### src/rtl/skx_pkg.sv
package skx_pkg;
  localparam int unsigned KEY_BITS = 128;
  localparam int unsigned SB_W     = 8;
  localparam logic [7:0]  RC_FIRST = 8'h01;
  localparam logic [8:0]  RC_POLY  = 9'h11B;

  // Multiply by x in GF(2^8) with the AES field polynomial.
  function automatic logic [7:0] gf_dbl(input logic [7:0] a);
    return {a[6:0], 1'b0} ^ (a[7] ? RC_POLY[7:0] : 8'h00);
  endfunction
endpackage

### src/rtl/skx_ctrl.sv
module skx_ctrl #(
  parameter int unsigned POS_W = 7,
  parameter int unsigned BIT_W = 3
) (
  input  logic             clk,
  input  logic             rst_n,
  input  logic             load_i,
  input  logic             adv_i,
  output logic             step_o,
  output logic             row_start_o,
  output logic             first_col_o,
  output logic             first_grp_o,
  output logic             last_row_o,
  output logic             pass_end_o,
  output logic [BIT_W-1:0] bitix_o,
  output logic [POS_W-1:0] pos_o
);
  localparam int unsigned COL_LO = BIT_W;
  localparam int unsigned ROW_LO = BIT_W + 2;

  logic [POS_W-1:0] pos_q;
  logic [1:0] row, col;

  assign row     = pos_q[ROW_LO +: 2];
  assign col     = pos_q[COL_LO +: 2];
  assign bitix_o = pos_q[BIT_W-1:0];

  assign step_o      = adv_i & ~load_i;
  assign first_col_o = (col == 2'd0);
  assign row_start_o = first_col_o && (bitix_o == '0);
  assign first_grp_o = first_col_o && (row == 2'd0);
  assign last_row_o  = (row == 2'd3);
  assign pass_end_o  = step_o && (pos_q == {POS_W{1'b1}});
  assign pos_o       = pos_q;

  always_ff @(posedge clk or negedge rst_n) begin
    if (!rst_n)      pos_q <= '0;
    else if (load_i) pos_q <= '0;
    else if (step_o) pos_q <= pos_q + POS_W'(1);
  end
endmodule

### src/rtl/skx_rcon.sv
module skx_rcon import skx_pkg::*; #(
  parameter int unsigned BIT_W = 3
) (
  input  logic             clk,
  input  logic             rst_n,
  input  logic             load_i,
  input  logic             pass_end_i,
  input  logic             first_grp_i,
  input  logic [BIT_W-1:0] bitix_i,
  output logic             rc_bit_o,
  output logic [7:0]       rc_o
);
  logic [7:0] rc_q;

  // MSB first: bit index 0 of the group selects rc_q[7].
  assign rc_bit_o = first_grp_i & rc_q[~bitix_i];
  assign rc_o     = rc_q;

  always_ff @(posedge clk or negedge rst_n) begin
    if (!rst_n)          rc_q <= RC_FIRST;
    else if (load_i)     rc_q <= RC_FIRST;
    else if (pass_end_i) rc_q <= gf_dbl(rc_q);
  end
endmodule

### src/rtl/skx_sbuf.sv
module skx_sbuf #(
  parameter int unsigned W = 8
) (
  input  logic         clk,
  input  logic         rst_n,
  input  logic         sel_new_i,
  input  logic         capture_i,
  input  logic         shift_i,
  input  logic [W-1:0] din_i,
  output logic         sub_bit_o
);
  logic [W-1:0] q;

  // The first bit comes straight from the response; the remaining ones are buffered.
  assign sub_bit_o = sel_new_i ? din_i[W-1] : q[W-1];

  always_ff @(posedge clk or negedge rst_n) begin
    if (!rst_n)         q <= '0;
    else if (capture_i) q <= {din_i[W-2:0], 1'b0};
    else if (shift_i)   q <= {q[W-2:0], 1'b0};
  end
endmodule

### src/rtl/serial_keyexp.sv
module serial_keyexp import skx_pkg::*; #(
  parameter int unsigned KEY_W  = KEY_BITS,
  parameter int unsigned BYTE_W = SB_W
) (
  input  logic              clk,
  input  logic              rst_n,
  input  logic              load_i,
  input  logic              key_bit_i,
  input  logic              adv_i,
  output logic              rk_bit_o,
  output logic              sb_req_o,
  output logic [BYTE_W-1:0] sb_byte_o,
  input  logic [BYTE_W-1:0] sb_byte_i
);
  localparam int unsigned POS_W   = $clog2(KEY_W);
  localparam int unsigned BIT_W   = $clog2(BYTE_W);
  // Seven groups ahead of the read end sits the byte for the coming substitution.
  localparam int unsigned SEL_LO  = KEY_W - 8 * BYTE_W;
  localparam int unsigned PREV_LO = SEL_LO + BYTE_W;
  // The new bit of the previous column, same bit position, written one group ago.
  localparam int unsigned RUN_TAP = BYTE_W - 1;

  logic [KEY_W-1:0] kreg;
  logic step, row_start, first_col, first_grp, last_row, pass_end;
  logic [BIT_W-1:0] bitix;
  logic [POS_W-1:0] pos_q;
  logic [7:0] rc_q;
  logic rc_bit, sub_bit, new_bit, old_bit;

  skx_ctrl #(.POS_W(POS_W), .BIT_W(BIT_W)) ctrl_i (
    .clk(clk), .rst_n(rst_n), .load_i(load_i), .adv_i(adv_i),
    .step_o(step), .row_start_o(row_start), .first_col_o(first_col),
    .first_grp_o(first_grp), .last_row_o(last_row), .pass_end_o(pass_end),
    .bitix_o(bitix), .pos_o(pos_q)
  );

  skx_rcon #(.BIT_W(BIT_W)) rcon_i (
    .clk(clk), .rst_n(rst_n), .load_i(load_i), .pass_end_i(pass_end),
    .first_grp_i(first_grp), .bitix_i(bitix), .rc_bit_o(rc_bit), .rc_o(rc_q)
  );

  skx_sbuf #(.W(BYTE_W)) sbuf_i (
    .clk(clk), .rst_n(rst_n), .sel_new_i(row_start),
    .capture_i(step & row_start), .shift_i(step),
    .din_i(sb_byte_i), .sub_bit_o(sub_bit)
  );

  assign old_bit  = kreg[KEY_W-1];
  assign rk_bit_o = old_bit;
  assign sb_req_o = step & row_start;

  // In the last row the wanted old byte was already replaced; recover it from two new bytes.
  assign sb_byte_o = last_row ? (kreg[SEL_LO +: BYTE_W] ^ kreg[PREV_LO +: BYTE_W])
                              : kreg[SEL_LO +: BYTE_W];

  assign new_bit = first_col ? (old_bit ^ sub_bit ^ rc_bit)
                             : (old_bit ^ kreg[RUN_TAP]);

  always_ff @(posedge clk or negedge rst_n) begin
    if (!rst_n)      kreg <= '0;
    else if (load_i) kreg <= {kreg[KEY_W-2:0], key_bit_i};
    else if (step)   kreg <= {kreg[KEY_W-2:0], new_bit};
  end
endmodule

### config.mk
export PLATFORM = sky130hd
export DESIGN_NAME = serial_keyexp
export DESIGN_NICKNAME = d
export VERILOG_FILES = /design/src/rtl/skx_pkg.sv /design/src/rtl/skx_ctrl.sv /design/src/rtl/skx_rcon.sv /design/src/rtl/skx_sbuf.sv /design/src/rtl/serial_keyexp.sv
export SDC_FILE = /design/constraint.sdc
export NUM_CORES = 1
export LEC_CHECK = 0
export BUFFER_PORTS_ARGS = -buffer_cell sky130_fd_sc_hd__buf_2
export CAP_MARGIN = 10
export CORE_UTILIZATION = 52
export DETAILED_ROUTE_END_ITERATION = 6
export PLACE_DENSITY_LB_ADDON = 0.25
export SLEW_MARGIN = 20
export SYNTH_ARGS = -nofsm -noshare
export SYNTH_HDL_FRONTEND = slang
export SYNTH_SLANG_ARGS = --single-unit
### constraint.sdc
create_clock -name clk -period 1.9 [get_ports clk]
set_clock_uncertainty 0.05 [all_clocks]
set_input_delay 0.19 -clock clk [delete_from_list [all_inputs] [get_ports clk]]
set_output_delay 0.19 -clock clk [all_outputs]
set_load 0.01 [all_outputs]
==> results of run 1 <==
==> worst max-delay path: stages (launching register included) <==
cell     delay [ns]
dfrtp_1        0.39
inv_2          0.09
ha_4           0.12
or4b_4         0.46
nor2_2         0.08
buf_2          0.12
==> repair_timing <==
item,in CTS,in global routing
endpoints found under the hold margin,43,0
setup buffers,5,1
setup endpoints to repair,8,1
pin swaps,2,1
gates resized for setup,7,2
hold buffers,4,0
==> flip-flops by register name (all words and copies together), names as in the netlist <==
register / flops
kreg: 128
rcon_i.rc_o: 8
ctrl_i.pos_o: 7
sbuf_i.q: 7
==> stage by stage <==
stage          hold WS (ns)  total power (W)
6_report             0.0300          0.00767
5_1_grt              0.0343          0.00805
4_1_cts              0.0122          0.00778
3_5_place_dp         0.0995          0.00457
3_3_place_gp         0.0925          0.00451
2_1_floorplan        -0.156          0.00433
==> per-layer routing <==
metal,vias up,routed length (µm),track usage (%)
li1,1516,-,-
met1,1608,4110,21.4
met2,37,4270,26.1
met3,21,235,4.64
met4,0,225,10.2
met5,-,0,0
==> kinds of logic (layout without fill, tap and decap cells) <==
group,after synthesis,in the layout,share of synthesized area (%)
muxes,138,138,25.6
buffers and inverters,29,76,2.64
DFF,150,150,61.9
adders and majority gates,2,2,0.412
xor gates and xnor gates,17,17,2.45
and+or+nand+nor,51,51,4.15
AOI/OAI and AO/OA,24,24,2.85
==> cell type report <==
type / instances / area, µm²
Fill cell: 876 / 4350
Sequential cell: 150 / 3760
Multi-Input combinational cell: 232 / 2180
Clock buffer: 24 / 472
Timing Repair Buffer: 43 / 347
Tap cell: 143 / 179
Clock inverter: 5 / 75.1
Inverter: 4 / 15.0
==> layout by cell type, fill, tap and decap left out, types with 5 or more instances in the layout <==
cell / netlist / layout
o21ai_0: 8 / 8
mux2i_1: 10 / 10
clkbuf_1: 4 / 5
xnor2_1: 14 / 14
clkbuf_16: 0 / 17
mux2_2: 127 / 127
buf_4: 5 / 12
buf_12: 0 / 5
dfrtp_1: 149 / 148
nand2_1: 23 / 23
nor2_1: 11 / 8
buf_2: 14 / 21
==> power breakdown <==
group          total (W)  internal, W  leakage, nW  switching, W
logic           0.000733     0.000443         1.14      0.000290
registers        0.00380      0.00360         2.02      0.000201
clock network    0.00313      0.00197        0.270       0.00116
total            0.00767      0.00602         3.43       0.00165
==> final timing paths <==
kind                                       from        endpoint  slack (ns)  depth (start not counted)
max in group asynchronous                 rst_n  rcon_i.rc_o[0]        0.98                          3
min in group asynchronous                 rst_n     sbuf_i.q[1]        0.23                          2
worst min-delay path               sb_byte_i[3]     sbuf_i.q[4]        0.03                          3
worst max-delay path            ctrl_i.pos_o[1]        sb_req_o       -0.02                          5
worst max register to register  ctrl_i.pos_o[1]  rcon_i.rc_o[4]        0.08                          8
worst min register to register      sbuf_i.q[3]     sbuf_i.q[3]        0.44                          2
==> impl_metrics.json, run 1 <==
{
  "dr.pass1.iters": 4,
  "final_hold_viol_count": 0,
  "grt_util_all_layers_pct": 16.9,
  "rows": 39,
  "post_dp_cell_area_um2": 6370,
  "worst_pin_slew_ns": 0.466,
  "viasPerCell": 5.29,
  "numPortBuffers": 22,
  "synth_commonest_cells": "dfrtp_1 (149), mux2_2 (127), nand2_1 (23), buf_2 (14), xnor2_1 (14)",
  "dp_slack_ns": -0.000654,
  "detail_route.wl_per_cell_um": 14.7,
  "yosysSeqAreaShare_pct": 61.9,
  "ys_types": 35,
  "max_freq_mhz": 521,
  "antenna-diode-count": 0,
  "maxCapViolations": 0,
  "pin_count": 23,
  "synthFlopType": "dfrtp_1",
  "drt-total-wl_um": 8840,
  "worst_ep_required_time_ns": 1.66,
  "place_inst": 562,
  "cts_buffers": 17,
  "vias": 3182,
  "p_per_area_nw_per_um2": 1090,
  "drcViolationCount": 0,
  "arrival_ns": 1.68,
  "violations": "negative setup slack",
  "syn-instance-count": 411,
  "drive_above_1_share_pct": 45.2,
  "slew_violations": 0,
  "relSlewSlack_pct": 69.0,
  "dp_hpwl_um": 5390,
  "overflow": 0,
  "finalSetupViolCount": 1,
  "yosysTopAreaCell": "dfrtp_1",
  "async_flop_share_pct": 100,
  "cts_htree_levels": 4,
  "setup_slack_ns": -0.0185,
  "synth_fp_nets": 426,
  "p_leak_nw": 3.43,
  "finalNonFillerCells": 601,
  "crit_fanout": 2,
  "synth_top_area_share_pct": 61.5,
  "syn_area_um2": 6070,
  "drtIter0Drc": 214,
  "avgSynthCellArea_um2": 14.8,
  "cts_tree": "built",
  "rsz0062_at_grt": "yes",
  "tns_ns": -0.0185,
  "ir_drop_v": 0.000748,
  "synth-seq-cells": 150,
  "gp_congestion": 0.778,
  "final_cell_area_um2": 7020,
  "cts_sinks": 150,
  "dieHeight_um": 110,
  "synth_edf_count": 0,
  "finalCritPeriodShare_pct": 101,
  "synth_most_common_cell": "dfrtp_1",
  "grt_max_degree": 51,
  "initial_utilization_pct": 53.4,
  "cts.clk_slew.worst_paths_ns": 0.06,
  "finalCriticalPeriod_ns": 1.92,
  "die_x_um": 110,
  "cp-end-kind": "primary output",
  "synth_warnings": 0,
  "synth_area_leaders": "dfrtp_1 (61%), mux2_2 (24%), xnor2_1 (2.0%)",
  "core_area_um2": 11400,
  "outcome": "finished with violations",
  "syn2layout_area_growth_pct": 15.8,
  "nets": 463,
  "antenna_found_initial": 0,
  "grt_pass1_wl_um": 15300,
  "design.die.area_um2": 12100,
  "clock-root-buffer": "clkbuf_16",
  "path_class": "reg2out",
  "hp-class": "in2reg",
  "clk_latency_ns": 0.41,
  "critPathLaunchType": "flip-flop",
  "fin_util_pct": 61.8,
  "first_global_vias": 3273,
  "clockBufferDepth": 2,
  "drtAntennaViolNets": 0
}
Power figures use the tool's default switching activity.
==> run 2: changes to the inputs <==
--- a/config.mk
+++ b/config.mk
@@ -7,9 +7,11 @@
 export LEC_CHECK = 0
 export BUFFER_PORTS_ARGS = -buffer_cell sky130_fd_sc_hd__buf_2
 export CAP_MARGIN = 10
+export CORE_MARGIN = 10
 export CORE_UTILIZATION = 52
 export DETAILED_ROUTE_END_ITERATION = 6
 export PLACE_DENSITY_LB_ADDON = 0.25
+export SETUP_SLACK_MARGIN = 0.4
 export SLEW_MARGIN = 20
 export SYNTH_ARGS = -nofsm -noshare
 export SYNTH_HDL_FRONTEND = slang
==> impl_metrics.json, run 2 (synthesis gave the netlist of run 1 again) <==
{
  "outcome": "finished with violations",
  "violations": "negative hold slack, negative setup slack",
  "holdCritStartpoint": "sb_byte_i[0]",
  "setup_slack_ns": -0.0185,
  "pin_count": 23,
  "grt_max_degree": 70,
  "nets": 464,
  "final_hold_viol_count": 1,
  "numPortBuffers": 22,
  "dp_hpwl_um": 5350,
  "largest_reg_flops": 128,
  "top_usage_layer": "met2",
  "first_global_vias": 3351,
  "cts_buffers": 17,
  "path_class": "reg2out",
  "drtAntennaViolNets": 0,
  "die_x_um": 128,
  "use_met3_pct": 4.76,
  "drtIter0Drc": 195,
  "detail_route.wl_per_cell_um": 14.5,
  "antenna_found_initial": 0,
  "arrival_ns": 1.68,
  "cts_tree": "built",
  "antenna-diode-count": 0,
  "regMostFlops": "kreg",
  "r2r_setup_slack_ns": 0.16,
  "ir_drop_v": 0.000951,
  "tns_ns": -0.0185,
  "layout_common_cells": "dfrtp_1 (147), mux2_2 (127), buf_2 (21)",
  "hp-class": "in2reg",
  "core_area_um2": 11400,
  "dp_slack_ns": -0.000711,
  "slew_violations": 0,
  "p_leak_nw": 3.63,
  "grtUsageMet1_pct": 15.2,
  "clock-root-buffer": "clkbuf_16",
  "crit_fanout": 3,
  "gp_congestion": 0.734,
  "design.die.area_um2": 16400,
  "mostFrequentLayoutCell": "dfrtp_1",
  "relSlewSlack_pct": 66.4,
  "overflow": 0,
  "gr-usage-met2_pct": 17.5,
  "critPathLaunchType": "flip-flop",
  "r2r_start": "ctrl_i.pos_o[0]",
  "rsz0062_at_grt": "yes",
  "syn2layout_area_growth_pct": 19.5,
  "viasPerCell": 5.28,
  "drcViolationCount": 0,
  "rows": 39,
  "cts.clk_slew.worst_paths_ns": 0.06,
  "finalSetupViolCount": 1,
  "initial_utilization_pct": 53.1,
  "dr.pass1.iters": 4,
  "finalCriticalPeriod_ns": 1.92,
  "dieHeight_um": 128,
  "grt_pass1_wl_um": 15900,
  "vias": 3197,
  "grt_util_all_layers_pct": 11.9,
  "maxCapViolations": 0,
  "worst_pin_slew_ns": 0.504,
  "worst_ep_required_time_ns": 1.66,
  "max_freq_mhz": 521,
  "clk_latency_ns": 0.41,
  "fin_util_pct": 63.5,
  "crit_start": "ctrl_i.pos_o[0]",
  "drt-total-wl_um": 8800,
  "p_per_area_nw_per_um2": 1100,
  "drive_above_1_share_pct": 50.6,
  "p_total_w": 0.00795,
  "cts_htree_levels": 4,
  "cts_sinks": 150,
  "clockBufferDepth": 2,
  "finalCritPeriodShare_pct": 101,
  "cp-end-kind": "primary output",
  "hold_slack_ns": -0.00968
}
run 2: changes by cell type in the layout (fill, tap and decap cells not counted), moves of 6 or more:
cell,before,now
xnor2_2,0,6
xnor2_1,14,8
nand2_1,23,15
nand2_4,0,6
run 2: area by class of cell:
| type | instances | area (µm²) |
|---|---|---|
| clock inverter | 8 | 119 |
| inverter | 4 | 15.0 |
| tap | 143 | 179 |
| clock buffer | 24 | 492 |
| timing repair buffer | 43 | 358 |
| fill | 842 | 4170 |
| sequential | 150 | 3760 |
| multi-input combinational | 233 | 2330 |
run 2: through the flow:
stage | cells | instance area, µm²
after global placement | 559 | 6360
after CTS | 599 | 7120
after detailed placement | 559 | 6360
final | 605 | 7250
after global routing | 605 | 7250
after floorplan | 411 | 6080
run 2: where the power goes:
group	switching [W]	leakage [nW]	internal, W
Clock	0.00120	0.304	0.00220
Combinational	0.000299	1.31	0.000462
Sequential	0.000191	2.02	0.00360
run 2: worst paths after layout:
kind                          endpoint  cells past startpoint
setup / recovery              sb_req_o                      5
hold / removal             sbuf_i.q[1]                      3
setup reg to reg               kreg[0]                      8
hold reg to reg            sbuf_i.q[5]                      2
max in group asynchronous     kreg[54]                      3
min in group asynchronous  sbuf_i.q[3]                      2
run 2: repair_timing:
action / CTS / global route
gates resized for setup: 26 / 13
hold endpoints to repair: 49 / 0
setup endpoints to repair: 25 / 26
hold buffers: 2 / 0
setup buffers: 5 / 6
pin swaps: 9 / 7
cloned: 1 / 0
run 2: layer usage:
| layer | vias to the layer above | routed length, µm |
|---|---|---|
| li1 | 1524 | - |
| met1 | 1616 | 4080 |
| met2 | 44 | 4180 |
| met3 | 13 | 399 |
| met4 | 0 | 140 |
| met5 | - | 0 |
run 2: worst max-delay path: stages (launching register included):
cell	delay [ns]
dfrtp_2	0.42
inv_2	0.07
ha_4	0.11
or4b_4	0.46
nor2_2	0.08
buf_2	0.13
